===== src/rtl/uart_irq_pkg.sv =====
package uart_irq_pkg;

  typedef enum logic [3:0] {
    ID_NONE = 4'b0001,
    ID_TX   = 4'b0010,
    ID_RX   = 4'b0100,
    ID_LS   = 4'b0110
  } irq_id_e;

  function automatic int unsigned trig_level(input logic [1:0] sel, input int unsigned depth);
    case (sel)
      2'd0:    return 1;
      2'd1:    return depth / 4;
      2'd2:    return depth / 2;
      default: return depth;
    endcase
  endfunction

endpackage


===== src/rtl/uart_lsr_errs.sv =====
module uart_lsr_errs (
  input  logic       clk,
  input  logic       rst_n,
  input  logic       fifo_en,
  input  logic       rx_push,
  input  logic [3:0] rx_err,
  input  logic       rx_err_present,
  input  logic       lsr_rd,
  output logic [3:0] err_bits,
  output logic       fifo_err
);
  logic       err_in;
  logic [3:0] err_q;
  logic       ferr_q;

  assign err_in = rx_push && (rx_err != 4'b0);

  always_ff @(posedge clk or negedge rst_n) begin
    if (!rst_n) begin
      err_q <= '0;
    end else if (lsr_rd) begin
      err_q <= rx_push ? rx_err : 4'b0;
    end else if (rx_push) begin
      err_q <= err_q | rx_err;
    end
  end

  always_ff @(posedge clk or negedge rst_n) begin
    if (!rst_n) begin
      ferr_q <= 1'b0;
    end else if (err_in && fifo_en) begin
      ferr_q <= 1'b1;
    end else if (lsr_rd) begin
      ferr_q <= rx_err_present;
    end
  end

  assign err_bits = err_q;
  assign fifo_err = fifo_en & ferr_q;
endmodule


===== src/rtl/uart_thre_arm.sv =====
module uart_thre_arm (
  input  logic clk,
  input  logic rst_n,
  input  logic thr_wr,
  input  logic isr_rd,
  input  logic tx_reported,
  output logic armed
);
  always_ff @(posedge clk or negedge rst_n) begin
    if (!rst_n) begin
      armed <= 1'b1;
    end else if (thr_wr) begin
      armed <= 1'b1;
    end else if (isr_rd && tx_reported) begin
      armed <= 1'b0;
    end
  end
endmodule


===== src/rtl/uart_irq_encode.sv =====
module uart_irq_encode
  import uart_irq_pkg::*;
(
  input  logic    ls_src,
  input  logic    rx_src,
  input  logic    tx_src,
  input  logic    polled,
  output irq_id_e id,
  output logic    irq
);
  always_comb begin
    if (ls_src)      id = ID_LS;
    else if (rx_src) id = ID_RX;
    else if (tx_src) id = ID_TX;
    else             id = ID_NONE;
  end

  assign irq = (id != ID_NONE) && !polled;
endmodule


===== src/rtl/uart_irq_status.sv =====
module uart_irq_status
  import uart_irq_pkg::*;
#(
  parameter int unsigned DEPTH = 128,
  parameter int unsigned CW    = $clog2(DEPTH + 1)
) (
  input  logic          clk,
  input  logic          rst_n,
  input  logic          fifo_en,
  input  logic [3:0]    ier,
  input  logic [1:0]    trig_sel,
  input  logic [CW-1:0] rx_count,
  input  logic          rx_push,
  input  logic [3:0]    rx_err,
  input  logic          rx_err_present,
  input  logic [CW-1:0] tx_count,
  input  logic          tsr_idle,
  input  logic          isr_rd,
  input  logic          lsr_rd,
  input  logic          thr_wr,
  output logic [7:0]    lsr,
  output logic [3:0]    isr_id,
  output logic          irq
);
  logic [CW-1:0] trig;
  logic          rx_any, tx_empty, rx_src, tx_src, ls_src, polled, armed, fifo_err;
  logic [3:0]    err_bits;
  irq_id_e       id;

  assign trig     = CW'(trig_level(trig_sel, DEPTH));
  assign rx_any   = (rx_count != '0);
  assign tx_empty = (tx_count == '0);
  assign polled   = fifo_en && (ier == 4'b0);

  assign rx_src = ier[0] && (fifo_en ? (rx_count >= trig) : rx_any);
  assign tx_src = ier[1] && tx_empty && armed;
  assign ls_src = ier[2] && (err_bits != 4'b0);

  uart_lsr_errs u_errs (
    .clk(clk), .rst_n(rst_n), .fifo_en(fifo_en), .rx_push(rx_push),
    .rx_err(rx_err), .rx_err_present(rx_err_present), .lsr_rd(lsr_rd),
    .err_bits(err_bits), .fifo_err(fifo_err)
  );

  uart_thre_arm u_arm (
    .clk(clk), .rst_n(rst_n), .thr_wr(thr_wr), .isr_rd(isr_rd),
    .tx_reported(id == ID_TX), .armed(armed)
  );

  uart_irq_encode u_enc (
    .ls_src(ls_src), .rx_src(rx_src), .tx_src(tx_src), .polled(polled),
    .id(id), .irq(irq)
  );

  assign isr_id = id;
  assign lsr    = {fifo_err, tx_empty && tsr_idle, tx_empty, err_bits, rx_any};
endmodule


===== config.mk =====
export PLATFORM = sky130hd
export DESIGN_NAME = uart_irq_status
export DESIGN_NICKNAME = d
export VERILOG_FILES = /design/src/rtl/uart_irq_pkg.sv /design/src/rtl/uart_lsr_errs.sv /design/src/rtl/uart_thre_arm.sv /design/src/rtl/uart_irq_encode.sv /design/src/rtl/uart_irq_status.sv
export SDC_FILE = /design/constraint.sdc
export NUM_CORES = 1
export LEC_CHECK = 0
export CAP_MARGIN = 30
export CORE_MARGIN = 3
export CORE_UTILIZATION = 27
export DETAILED_ROUTE_END_ITERATION = 7
export PLACE_DENSITY_LB_ADDON = 0.08
export SLEW_MARGIN = 20
export SYNTH_ARGS = -nofsm -noshare
export SYNTH_HDL_FRONTEND = slang
export SYNTH_SLANG_ARGS = --single-unit

===== constraint.sdc =====
create_clock -name clk -period 2.5 [get_ports clk]
set_input_delay 0.75 -clock clk [delete_from_list [all_inputs] [get_ports clk]]
set_output_delay 0.75 -clock clk [all_outputs]
set_load 0.02 [all_outputs]

## After elaboration in Yosys (flattened, before gate mapping)

Index checks and enable logic that the tools add are counted.
W data, S select, Z words.

- Order comparisons: 1
- Equality and inequality tests: 4
- Reduce and logical (&&, ||, !) cells: 20
- Bitwise gates (word level): 2
- Multiplexer cells: 12

Operators by type and width:

| cell | number |
|---|---|
| $pmux W8 S3 | 1 |
| $mux W4 | 5 |
| $logic_and A1 B1 Y1 | 10 |
| $ge A8 B8 Y1 | 1 |
| $logic_not A8 Y1 | 1 |
| $reduce_bool A4 Y1 | 2 |
| $reduce_bool A8 Y1 | 1 |
| $reduce_bool A2 Y1 | 3 |
| $mux W1 | 5 |
| $eq A4 B2 Y1 const B | 1 |
| $logic_not A4 Y1 | 1 |
| $ne A4 B1 Y1 const B | 1 |
| $or A4 B4 Y4 | 1 |
| $eq A2 B1 Y1 const B | 1 |
| $eq A2 B2 Y1 const B | 1 |
| $logic_not A2 Y1 | 1 |
| $mux W2 | 1 |
| $and A1 B1 Y1 | 1 |
| $logic_not A1 Y1 | 1 |

- Logic and storage cells: 42
- Register bits after elaboration: 6
- Input bits: 35

## Longest topological paths before layout

Gate-level depths: netlist of the first run.

- Depth after elaboration: 11
- Mapped depth: 6
- Mapped depth without buffers: 6

## Hierarchy

From an unflattened synthesis of the first run, not the netlist that was laid out.

- Cell total of the unflattened synthesis: 66
- Area, all modules: 549.3 µm²

By module, submodules not included:

| module | area an instance (µm²) | cells an instance | sequential area each (µm²) | times used |
|---|---|---|---|---|
| uart_irq_status | 255.2 | 34 | 0.0 | 1 |
| uart_lsr_errs | 212.7 | 22 | 125.1 | 1 |
| uart_irq_encode | 43.8 | 7 | 0.0 | 1 |
| uart_thre_arm | 37.5 | 3 | 26.3 | 1 |

## Worst setup path after synthesis of the first run

No wires, ideal clock.

- Path type: in2out
- Start: in trig_sel[0]
- End: out isr_id[0]
- Arrival time: 1880 ps
- Cell stages on the path: 6
- Path slack: -130 ps
- Buffers on the path: 0
- Path through: nand2_1 > ha_1 > a211oi_1 > nand2_1 > o211ai_2 > and3_1

- Longest elaborated chain between the ends: 7

RTL lines:

| what | RTL line | RTL |
|---|---|---|
| from (decl) | uart_irq_status.sv:11 | `input logic [1:0] trig_sel,` |
| $eq A2 B2 Y1 (tied with other cells) | uart_irq_pkg.sv:11 | `case (sel)` |
| $pmux W8 S3 * | uart_irq_pkg.sv:11 |  |
| $ge A8 B8 Y1 * | uart_irq_status.sv:35 | `assign rx_src = ier[0] && (fifo_en ? (rx_count >= trig) : rx_any);` |
| $mux W1 * | uart_irq_status.sv:35 |  |
| $logic_and A1 B1 Y1 * | uart_irq_status.sv:35 |  |
| $mux W4 * | uart_irq_encode.sv:13 | `else if (rx_src) id = ID_RX;` |
| $mux W4 * | uart_irq_encode.sv:12 | `if (ls_src) id = ID_LS;` |
| to (decl) | uart_irq_status.sv:22 | `output logic [3:0] isr_id,` |

Mark *: on every way between the ends. The rest lies on a longest branch, timed or not.

## Worst setup path in the final report of the first run

- Start: in trig_sel[0]
- End: out isr_id[1]

Same word-level chain as after synthesis.

==> results of run 1 <==
power by group through the flow:
stage | combinational, uW | sequential, uW | clock [uW]
after detailed placement | 170 | 112 | 0
after CTS | 180 | 110 | 103
final | 185 | 110 | 99.7
after floorplan | 58.5 | 119 | 0
after global placement | 168 | 112 | 0
after global routing | 200 | 111 | 111
layout make-up:
cell class                 count  area, um^2  area share
timing repair buffer          56       515.5      0.4283
tap                           25       31.28     0.02599
clock buffer                   4       26.28     0.02183
multi-input combinational     47       449.2      0.3732
inverter                       8       30.03     0.02495
sequential                     6       151.4      0.1258
state kept, by name (all words and copies together), names as in the netlist:
name             count
u_errs.err_bits      4
u_errs.ferr_q        1
u_arm.armed          1
what timing repair did:
| item | CTS | global route |
|---|---|---|
| pin swaps | 12 | 9 |
| setup endpoints to repair | 8 | 7 |
| gates resized for setup | 101 | 18 |
| setup buffers | 2 | 2 |
per-stage QoR:
stage / hold WS (ns) / setup TNS, ns
global route: 0.5272 / -1.933
global placement: 0.4813 / -7.171
finish: 0.4980 / -1.488
floorplan: 0.4544 / -0.01974
detailed placement: 0.4971 / -7.336
CTS: 0.5050 / -1.451
cell usage after synthesis:
| master | n |
|---|---|
| nand2_1 | 10 |
| inv_1 | 8 |
| o21ai_0 | 6 |
| dfrtp_1 | 5 |
| buf_4 | 4 |
| ha_1 | 4 |
| nor4_1 | 3 |
| a31oi_1 | 2 |
| and3_1 | 2 |
| nand2b_1 | 2 |
| nor2_1 | 2 |
| or4_4 | 2 |
| a211oi_1 | 1 |
| a21bo_1 | 1 |
| a32oi_1 | 1 |
| and2_1 | 1 |
| and2_2 | 1 |
| conb_1 | 1 |
| dfstp_2 | 1 |
| mux2i_1 | 1 |
| nand3_1 | 1 |
| nand3_2 | 1 |
| nor2_4 | 1 |
| nor2b_1 | 1 |
| nor4_2 | 1 |
| o211ai_2 | 1 |
| o41ai_2 | 1 |
routing by layer:
| layer | up-vias | track usage | share of wire |
|---|---|---|---|
| met1 | 293 | 0.1452 | 0.39 |
| li1 | 334 | - | - |
| met3 | 0 | 0.04373 | 0.060 |
| met5 | - | 0 | 0 |
| met2 | 26 | 0.2630 | 0.55 |
| met4 | 0 | 0.04036 | 0 |
cells by family (layout without fill, tap and decap cells):
logic type / Yosys count / after routing / share of synthesized area
and+or+nand+nor: 28 / 28 / 0.3134
AOI/OAI and AO/OA: 13 / 13 / 0.1797
buffers and inverters: 12 / 68 / 0.1106
DFF: 6 / 6 / 0.2788
adders and majority gates: 4 / 4 / 0.09217
other: 1 / 1 / 0.006906
muxes: 1 / 1 / 0.01843
worst max-delay path by stage:
stage | cells after the start | start | slack (ns) | to
floorplan | 6 | trig_sel[0] | -0.01 | isr_id[1]
global placement | 8 | trig_sel[1] | -1.15 | isr_id[0]
detailed placement | 8 | trig_sel[1] | -1.19 | isr_id[0]
CTS | 9 | trig_sel[0] | -0.35 | isr_id[1]
global route | 9 | trig_sel[1] | -0.41 | isr_id[0]
finish | 9 | trig_sel[0] | -0.35 | isr_id[1]
critical path: cells and delay by family:
kind / cells / cell delay, ns
adder cells (fa/ha/maj): 1 / 0.26
AND/OR/NAND/NOR: 1 / 0.14
buffers and inverters: 3 / 0.39
AO/OA/AOI/OAI: 4 / 0.57
==> results.md, run 1 <==
- Worst min path class: flop to flop
- FMAX: 350.6 MHz
- Share of post-route cells with drive strength above 1: 0.5041
- Crit path largest cell delay: 0.26 ns
- Top post-synthesis cells by area: dfrtp_1, ha_1, nand2_1
- Synth top area share: 0.2304
- Final Critical Period: 2.852 ns
- First-pass GRT wire length: approximately 2800 um
- Pwr dens: about 330 nW/um^2
- GPL Wtd Cong: between 0.6 and 0.7
- 1st-iter DRT viols: 7
- Cells after Synth: 65
- Cell taking the most area after synthesis: dfrtp_1
- Final core occ: 0.6612
- Worst EP required: about 1.8 ns
- Hold wc startpoint: u_errs.ferr_q
- Clk_lat worst skew: 0.25 ns
- Fin Clk Skew: 0.003738 ns
- DRC: 0
- Final slew viol count: 0
- R2R setup slack: 1.22 ns
- Status: complete, but fails checks
- Synthesized area per cell: 8.354 um^2
- Leak pwr: approximately 0.00054 uW
- Worst-Margin Slew: 0.6026 ns
- Io pins: 48
- RR Startpoint: u_errs.err_bits[0]
- Post-synth cell types: 27
- Placed Cells: ~140
- Max Root-Sink Buffers: 2
- Area of the die: around 2600 um^2
- CTS clk-pin slew, worst paths: 0.05 ns
- Starting Density: 0.2983
- Commonest non-fill, non-tap cells in the layout: clkdlybuf4s50_1, buf_4, buf_6
- Core ar.: 1821 um^2
- Port bufs: 45
- CTS buffer count: 3
- FILL cells: between 150 and 200
- Place WS: -1.189 ns
- Post-route ant nets: 0
- CP arrival: 2.10 ns
- Slowest-stage cell, CP: ha_4
- Synthesized area: 543.0 um^2
- Worst setup margin: -0.3524 ns
- Final Hold Fails: 0
- Drt wl/cell: 11.84 um
- Nets: 161
- Commonest non-fill, non-tap cell in the layout: clkdlybuf4s50_1
- Min-Delay Endpoint: u_errs.ferr_q
- Seq cells post-synth: 6
- Tot Pwr: approximately 400 uW
- Clock Tree Root: clkbuf_4
- Clock power frac: 0.252
- Hold depth: 2
- DP HPWL: 1383 um
- Max_slew headroom: 0.5939
- Setup CP Type: input port to output port
- DR vias/cell: 4.473
- Failing checks: negative setup slack
- Final period utilization: 1.141
- Element type at the critical path end: output port
- Unrepaired setup endpoints after global routing: yes
- Cell Chain, Critical Path: buf_12 > nand2b_4 > ha_4 > o21ai_2 > a32oi_1 > o211ai_2 > buf_4 > a21bo_4 > buf_6
- Sw Ratio: 0.3062
- DR pass1 iterations: 2
- Die Ht: around 51 um
- Area grow syn2layout: 121.7%
- Hold_buf cts: 0
- Setup violators final: 7
- Comb power frac: 0.468
- Layout Cells excl Fill: ~150
- Net Switching: 121.0 uW
- DP Area: 1092 um^2
- Total grt overflow: 0
- Sequential power share: 0.279
- H-tree levels: 1
- Highest ir drop seen on vdd: 0.2674 mV
- Worst reg2reg path depth: 2
- Row count: 15
- Initial antenna violation count: 0
- Max Cap Viol: 0
- Synthesis warning total: 0
- Final Cell Area: 1204 um^2
- DR vias: between 600 and 700
- Crit-path max FO: 4
- RR Endpoint: u_arm.armed
- CP Launch Type: input port
- Tot GR Track Use: 0.1390
- DIE WIDTH: between 50 and 60 um
- Largest net degree at the start of global routing: 7
- Internal: 274.0 uW
- Sequential area share after synthesis: 0.2788
- Total nets after synthesis: around 100
- CTS tree: yes
- Diode count: 0
- Clk sink count: 6
- Routed WL: 1728 um
- Vias in the first global route: 701
No activity file was read; power rests on OpenSTA's default activity.
==> run 2: changes to the inputs <==
Settings changed: CELL_PAD_IN_SITES_DETAIL_PLACEMENT set to 1, CELL_PAD_IN_SITES_GLOBAL_PLACEMENT set to 1, CORE_UTILIZATION 27 to 18, MAX_ROUTING_LAYER set to met4.
==> run 2 against run 1 <==
  * The flow still finishes with violations (negative setup slack)
  * Design area down 3.0%
  * Hold slack better by 0.027 ns
  * Non-clock buffer count down 1
  * First-iteration DRC count up 43%
  * Clock skew down 0.0025 ns
  * Maximum frequency up 2.6%
  * Global-route usage down 2.9 points
  * Power down 1.9%
  * Critical path depth unchanged
  * Critical path type unchanged
  * Critical endpoint is now irq
  * Largest cell class unchanged
==> results.md, run 2 (synthesis results as in run 1) <==
- R2R setup slack: 1.26 ns (+0.04 ns)
- Largest net degree at the start of global routing: 7 (unchanged)
- DIE WIDTH: 60.93 um (+20%)
- Nets: 160 (-0.62%)
- Clock Tree Root: clkbuf_4
- 1st-iter DRT viols: 10 (+3)
- Hold WS: 0.5252 ns (+0.02718 ns)
- Final Cell Area: 1167 um^2 (-3.0%)
- Setup violators final: 5 (-2)
- Core ar.: 2805 um^2 (+54%)
- Met1 WL: 740 um (+10%)
- Total grt overflow: 0 (unchanged)
- Area taken by multi-input logic gates: 425.4 um^2 (-5.3%)
- CTS tree: yes
- Worst setup margin: -0.2803 ns (+0.07214 ns)
- Highest Signal Layer: met3
- Fin Clk Skew: 0.001219 ns (-0.002518 ns)
- Max Root-Sink Buffers: 2 (unchanged)
- Commonest non-fill, non-tap cell in the layout: clkdlybuf4s50_1
- Tot GR Track Use: 0.1101 (-0.02892)
- CTS clk-pin slew, worst paths: 0.05 ns (about the same)
- Hold_buf cts: 0 (unchanged)
- Status: complete, but fails checks
- DR vias: 661 (+1.2%)
- Worst-Margin Slew: 0.5499 ns (-0.05273 ns)
- Initial antenna violation count: 0 (unchanged)
- Element type at the critical path end: output port
- Clk sink count: 6 (unchanged)
- Final slew viol count: 0 (unchanged)
- Final period utilization: 1.112 (-0.02886)
- Vias in the first global route: 695 (-0.86%)
- Unrepaired setup endpoints after global routing: yes
- Met3 Routed Length: 156 um (+51%)
- Pwr dens: 331.7 nW/um^2 (+1.1%)
- Row count: 19 (+4)
- Die Ht: 60.93 um (+20%)
- Clk_lat worst skew: 0.25 ns (about the same)
- Share of post-route cells with drive strength above 1: 0.4667 (-0.03747)
- Drt wl/cell: 12.67 um (+7.0%)
- Failing checks: negative setup slack
- Commonest non-fill, non-tap cells in the layout: clkdlybuf4s50_1, buf_2, nand2_1, buf_4
- First-pass GRT wire length: 2932 um (+6.5%)
- Highest ir drop seen on vdd: 0.1693 mV (-37%)
- Io pins: 48 (unchanged)
- Final core occ: 0.4161 (-0.2450)
- DRC: 0 (unchanged)
- Leak pwr: 0.0005253 uW (-2.4%)
- H-tree levels: 1 (unchanged)
- CTS buffer count: 3 (unchanged)
- Max FFs per register: 4 (unchanged)
- FMAX: 359.7 MHz (+2.6%)
- FILL cells: 353 (+130%)
- Starting Density: 0.1936 (-0.1047)
- Area grow syn2layout: 115.0%
- CP Launch Type: input port
- Max Cap Viol: 0 (unchanged)
- Final Critical Period: 2.780 ns (-0.07214 ns)
- Area of the die: 3712 um^2 (+44%)
- DP HPWL: 1528 um (+11%)
- Routed WL: 1913 um (+11%)
- Wire length on met2: 1016 um (+6.6%)
- Crit-path max FO: 4 (unchanged)
- Final Hold Fails: 0 (unchanged)
- Reg area: 151.4 um^2 (unchanged)
- Worst min path class: flop to flop
- Post-route ant nets: 0 (unchanged)
- DR vias/cell: 4.377 (-2.1%)
- Worst EP required: 1.75 ns (about the same)
- Diode count: 0 (unchanged)
- Port bufs: 45 (unchanged)
- Setup TNS: -1.021 ns (+0.4666 ns)
- GPL Wtd Cong: 0.7148 (+4.4%)
- DR pass1 iterations: 3 (+1)
- Setup CP Type: input port to output port
- CP arrival: 2.03 ns (-0.07 ns)
- DP Area: 1107 um^2 (+1.4%)
- Max_slew headroom: 0.6294 (+0.03554)
-- run 2: changes by cell type in the layout (fill, tap and decap cells not counted), sizes merged --
cell,change
clkdlybuf4s15,+2
buf,+3
dlygate4sd2,-1
clkbuf,-5
-- run 2: critical path, stage by stage --
cell and delay [ns]:
buf_12 0.11, nand2b_4 0.14, ha_4 0.15, a211oi_2 0.18, nand2_1 0.08, o211ai_2 0.21, buf_4 0.16, nand3_2 0.07
buf_6 0.16
-- run 2: cell type report --
cell class | instances | share of cell area
repair buffers | 55 | 0.4244
multi-input cells | 47 | 0.3644
flip-flops and latches | 6 | 0.1297
well taps | 31 | 0.03323
inverters | 8 | 0.02572
clock buffers | 4 | 0.02251
-- run 2: what timing repair did --
action | 4_1_cts | 5_1_grt
pin swaps | 14 | 7
endpoints found under the setup margin | 8 | 7
buffers inserted | 2 | 0
resized for setup | 110 | 3
-- run 2: power breakdown --
| group | switching, uW | total, uW | internal, uW |
|---|---|---|---|
| clock network | 39.9 | 101 | 60.8 |
| logic | 75.2 | 176 | 101 |
| registers | 5.63 | 111 | 105 |
-- run 2: routing by layer --
metal,vias up,GRT usage
li1,336,-
met1,300,0.1182
met2,25,0.1985
met3,0,0.01702
met4,0,0.04644
met5,-,-
-- run 2: through the flow --
| stage | std cells | setup WS, ns | total power, uW |
|---|---|---|---|
| floorplan | 65 | -0.01436 | 177.7 |
| global placement | 145 | -1.175 | 283.5 |
| detailed placement | 145 | -1.195 | 285.7 |
| CTS | 151 | -0.2801 | 396.1 |
| global route | 151 | -0.3741 | 417.4 |
| finish | 151 | -0.2803 | 387.3 |
-- run 2: final timing paths --
kind,start,to,cells past startpoint
min in group asynchronous,rst_n,u_errs.ferr_q,1
worst min-delay path,u_errs.ferr_q,u_errs.ferr_q,2
max in group asynchronous,rst_n,u_arm.armed,1
worst max-delay path,trig_sel[1],irq,9
worst max register to register,u_errs.err_bits[0],u_arm.armed,2
worst min register to register,u_errs.ferr_q,u_errs.ferr_q,2
==> run 3: changes to the inputs <==
Settings changed: CORE_MARGIN 3 to 10.
==> run 3 against run 2 <==
  * The run still ends with negative setup slack left
  * Largest cell class unchanged
  * Utilization increased by 1.7 points
  * Clock-buffer cell count unchanged
  * Clock skew rose by 0.0085 ns
==> results.md, run 3 (synthesis results as in run 1) <==
- Status: complete, but fails checks
- Failing checks: negative setup slack
- RR Startpoint: u_errs.err_bits[0]
- Layout Cells excl Fill: 152 (+0.66%)
- FMAX: 359.9 MHz (about the same)
- Io pins: 48 (unchanged)
- Place WS: -1.259 ns (-0.06401 ns)
- Worst EP required: 1.75 ns (about the same)
- Commonest non-fill, non-tap cells in the layout: clkdlybuf4s50_1, buf_4, nand2_1, buf_6, inv_1
- Placed Cells: 145 (unchanged)
- DRC: 0 (unchanged)
- Share of post-route cells with drive strength above 1: 0.4876 (+0.02094)
- Worst min path class: flop to flop
- DR vias/cell: 4.480 (+2.3%)
- Pwr dens: 327.8 nW/um^2 (-1.2%)
- Tot Pwr: 401.6 uW (+3.7%)
- Final slew viol count: 0 (unchanged)
- Max Root-Sink Buffers: 2 (unchanged)
- Final Hold Fails: 0 (unchanged)
- Leak pwr: 0.0005354 uW (+1.9%)
- Final period utilization: 1.111 (about the same)
- Clk sink count: 6 (unchanged)
- Area of the die: 5614 um^2 (+51%)
- Commonest non-fill, non-tap cell in the layout: clkdlybuf4s50_1
- RR Endpoint: u_arm.armed
- Row count: 19 (unchanged)
- Unrepaired setup endpoints after global routing: yes
- Worst reg2reg path depth: 2 (unchanged)
- 1st-iter DRT viols: 6 (-4)
- Port bufs: 45 (unchanged)
- GPL Wtd Cong: 0.7366 (+3.0%)
- H-tree levels: 1 (unchanged)
- Core ar.: 2829 um^2 (+0.85%)
- Largest net degree at the start of global routing: 7 (unchanged)
- CTS clk-pin slew, worst paths: 0.05 ns (about the same)
- Setup TNS: -1.264 ns (-0.2425 ns)
- Diode count: 0 (unchanged)
- DP HPWL: 1906 um (+25%)
- Initial antenna violation count: 0 (unchanged)
- CP Launch Type: input port
- Tot GR Track Use: 0.08117 (-0.02890)
- Element type at the critical path end: output port
- Max Cap Viol: 0 (unchanged)
- Clock Tree Root: clkbuf_4
- Clk_lat worst skew: 0.26 ns (about the same)
- CTS tree: yes
- Highest ir drop seen on vdd: 0.2489 mV (+47%)
- Setup violators final: 7 (+2)
- Starting Density: 0.1920 (-0.001627)
- Crit-path max FO: 5 (+1)
- Area grow syn2layout: 125.6%
- Worst-Margin Slew: 0.4937 ns (-0.05614 ns)
- Hold_buf cts: 0 (unchanged)
- Total grt overflow: 0 (unchanged)
- Vias in the first global route: 742 (+6.8%)
- Drt wl/cell: 14.88 um (+17%)
- Fin Clk Skew: 0.009738 ns (+0.008519 ns)
- R2R setup slack: 1.30 ns (+0.04 ns)
- Post-route ant nets: 0 (unchanged)
- CTS buffer count: 3 (unchanged)
- DR vias: 681 (+3.0%)
- Setup crit end: isr_id[0]
- Final Critical Period: 2.778 ns (-0.001915 ns)
- Max FFs per register: 4 (unchanged)
- Worst setup margin: -0.2784 ns (+0.001915 ns)
- Max_slew headroom: 0.6673 (+0.03783)
- Routed WL: 2261 um (+18%)
- First-pass GRT wire length: 3353 um (+14%)
- Die Ht: 74.93 um (+23%)
- Critical path origin: rx_count[0]
- Nets: 161 (+0.63%)
- DIE WIDTH: 74.93 um (+23%)
- Final Cell Area: 1225 um^2 (+4.9%)
- Setup CP Type: input port to output port
- DP Area: 1107 um^2 (unchanged)
- DR pass1 iterations: 3 (unchanged)
- CP arrival: 2.03 ns (about the same)
run 3: power breakdown:
| part | switching [uW] | internal, uW | leakage (uW) |
|---|---|---|---|
| logic | 81.9 | 108 | 0.000451 |
| registers | 5.46 | 105 | 0.0000697 |
| clock network | 40.3 | 60.8 | 0.0000150 |
| total | 128 | 274 | 0.000535 |
run 3: layout make-up:
cell class | instances | area [um^2]
Clock buffer | 4 | 26.28
Timing Repair Buffer | 56 | 519.2
Fill cell | 332 | 1604
Inverter | 8 | 30.03
Multi-Input combinational cell | 47 | 459.2
Tap cell | 31 | 38.79
Sequential cell | 6 | 151.4
run 3: how the worst min path moves through the flow:
| stage | start | to | cells after the start |
|---|---|---|---|
| 3_5_place_dp | u_errs.ferr_q | u_errs.ferr_q | 2 |
| 3_3_place_gp | u_errs.ferr_q | u_errs.ferr_q | 2 |
| 2_1_floorplan | rst_n | u_errs.err_bits[0] | 0 |
| 6_report | u_errs.ferr_q | u_errs.ferr_q | 2 |
| 4_1_cts | u_errs.ferr_q | u_errs.ferr_q | 2 |
| 5_1_grt | u_arm.armed | u_arm.armed | 2 |
run 3: timing repair:
action                                  in CTS  in global routing
resized for setup                          100                 17
hold endpoints to repair                     0                  0
pin swaps                                   15                 11
gates cloned                                 0                  0
setup buffers                                1                  2
endpoints found under the setup margin       8                  7
run 3: worst max-delay path: stages:
cell and delay, ns:
clkdlybuf4s15_2 0.19, inv_1 0.04, ha_1 0.29, inv_2 0.08, a31oi_4 0.09, o211ai_4 0.26, and3_4 0.22, buf_6 0.11
run 3: metal layers:
| layer | GRT usage | vias up | share of wire |
|---|---|---|---|
| li1 | - | 337 | - |
| met4 | 0.04412 | 0 | 0.014 |
| met5 | - | - | 0 |
| met3 | 0.03285 | 4 | 0.10 |
| met2 | 0.1286 | 31 | 0.50 |
| met1 | 0.08464 | 309 | 0.38 |
run 3: through the flow:
stage	util	hold WS, ns
after floorplan	-	0.4544
after global placement	0.3914	0.4858
after detailed placement	0.3914	0.5031
after CTS	0.4153	0.5156
after global routing	0.4330	0.5491
final	0.4330	0.5025
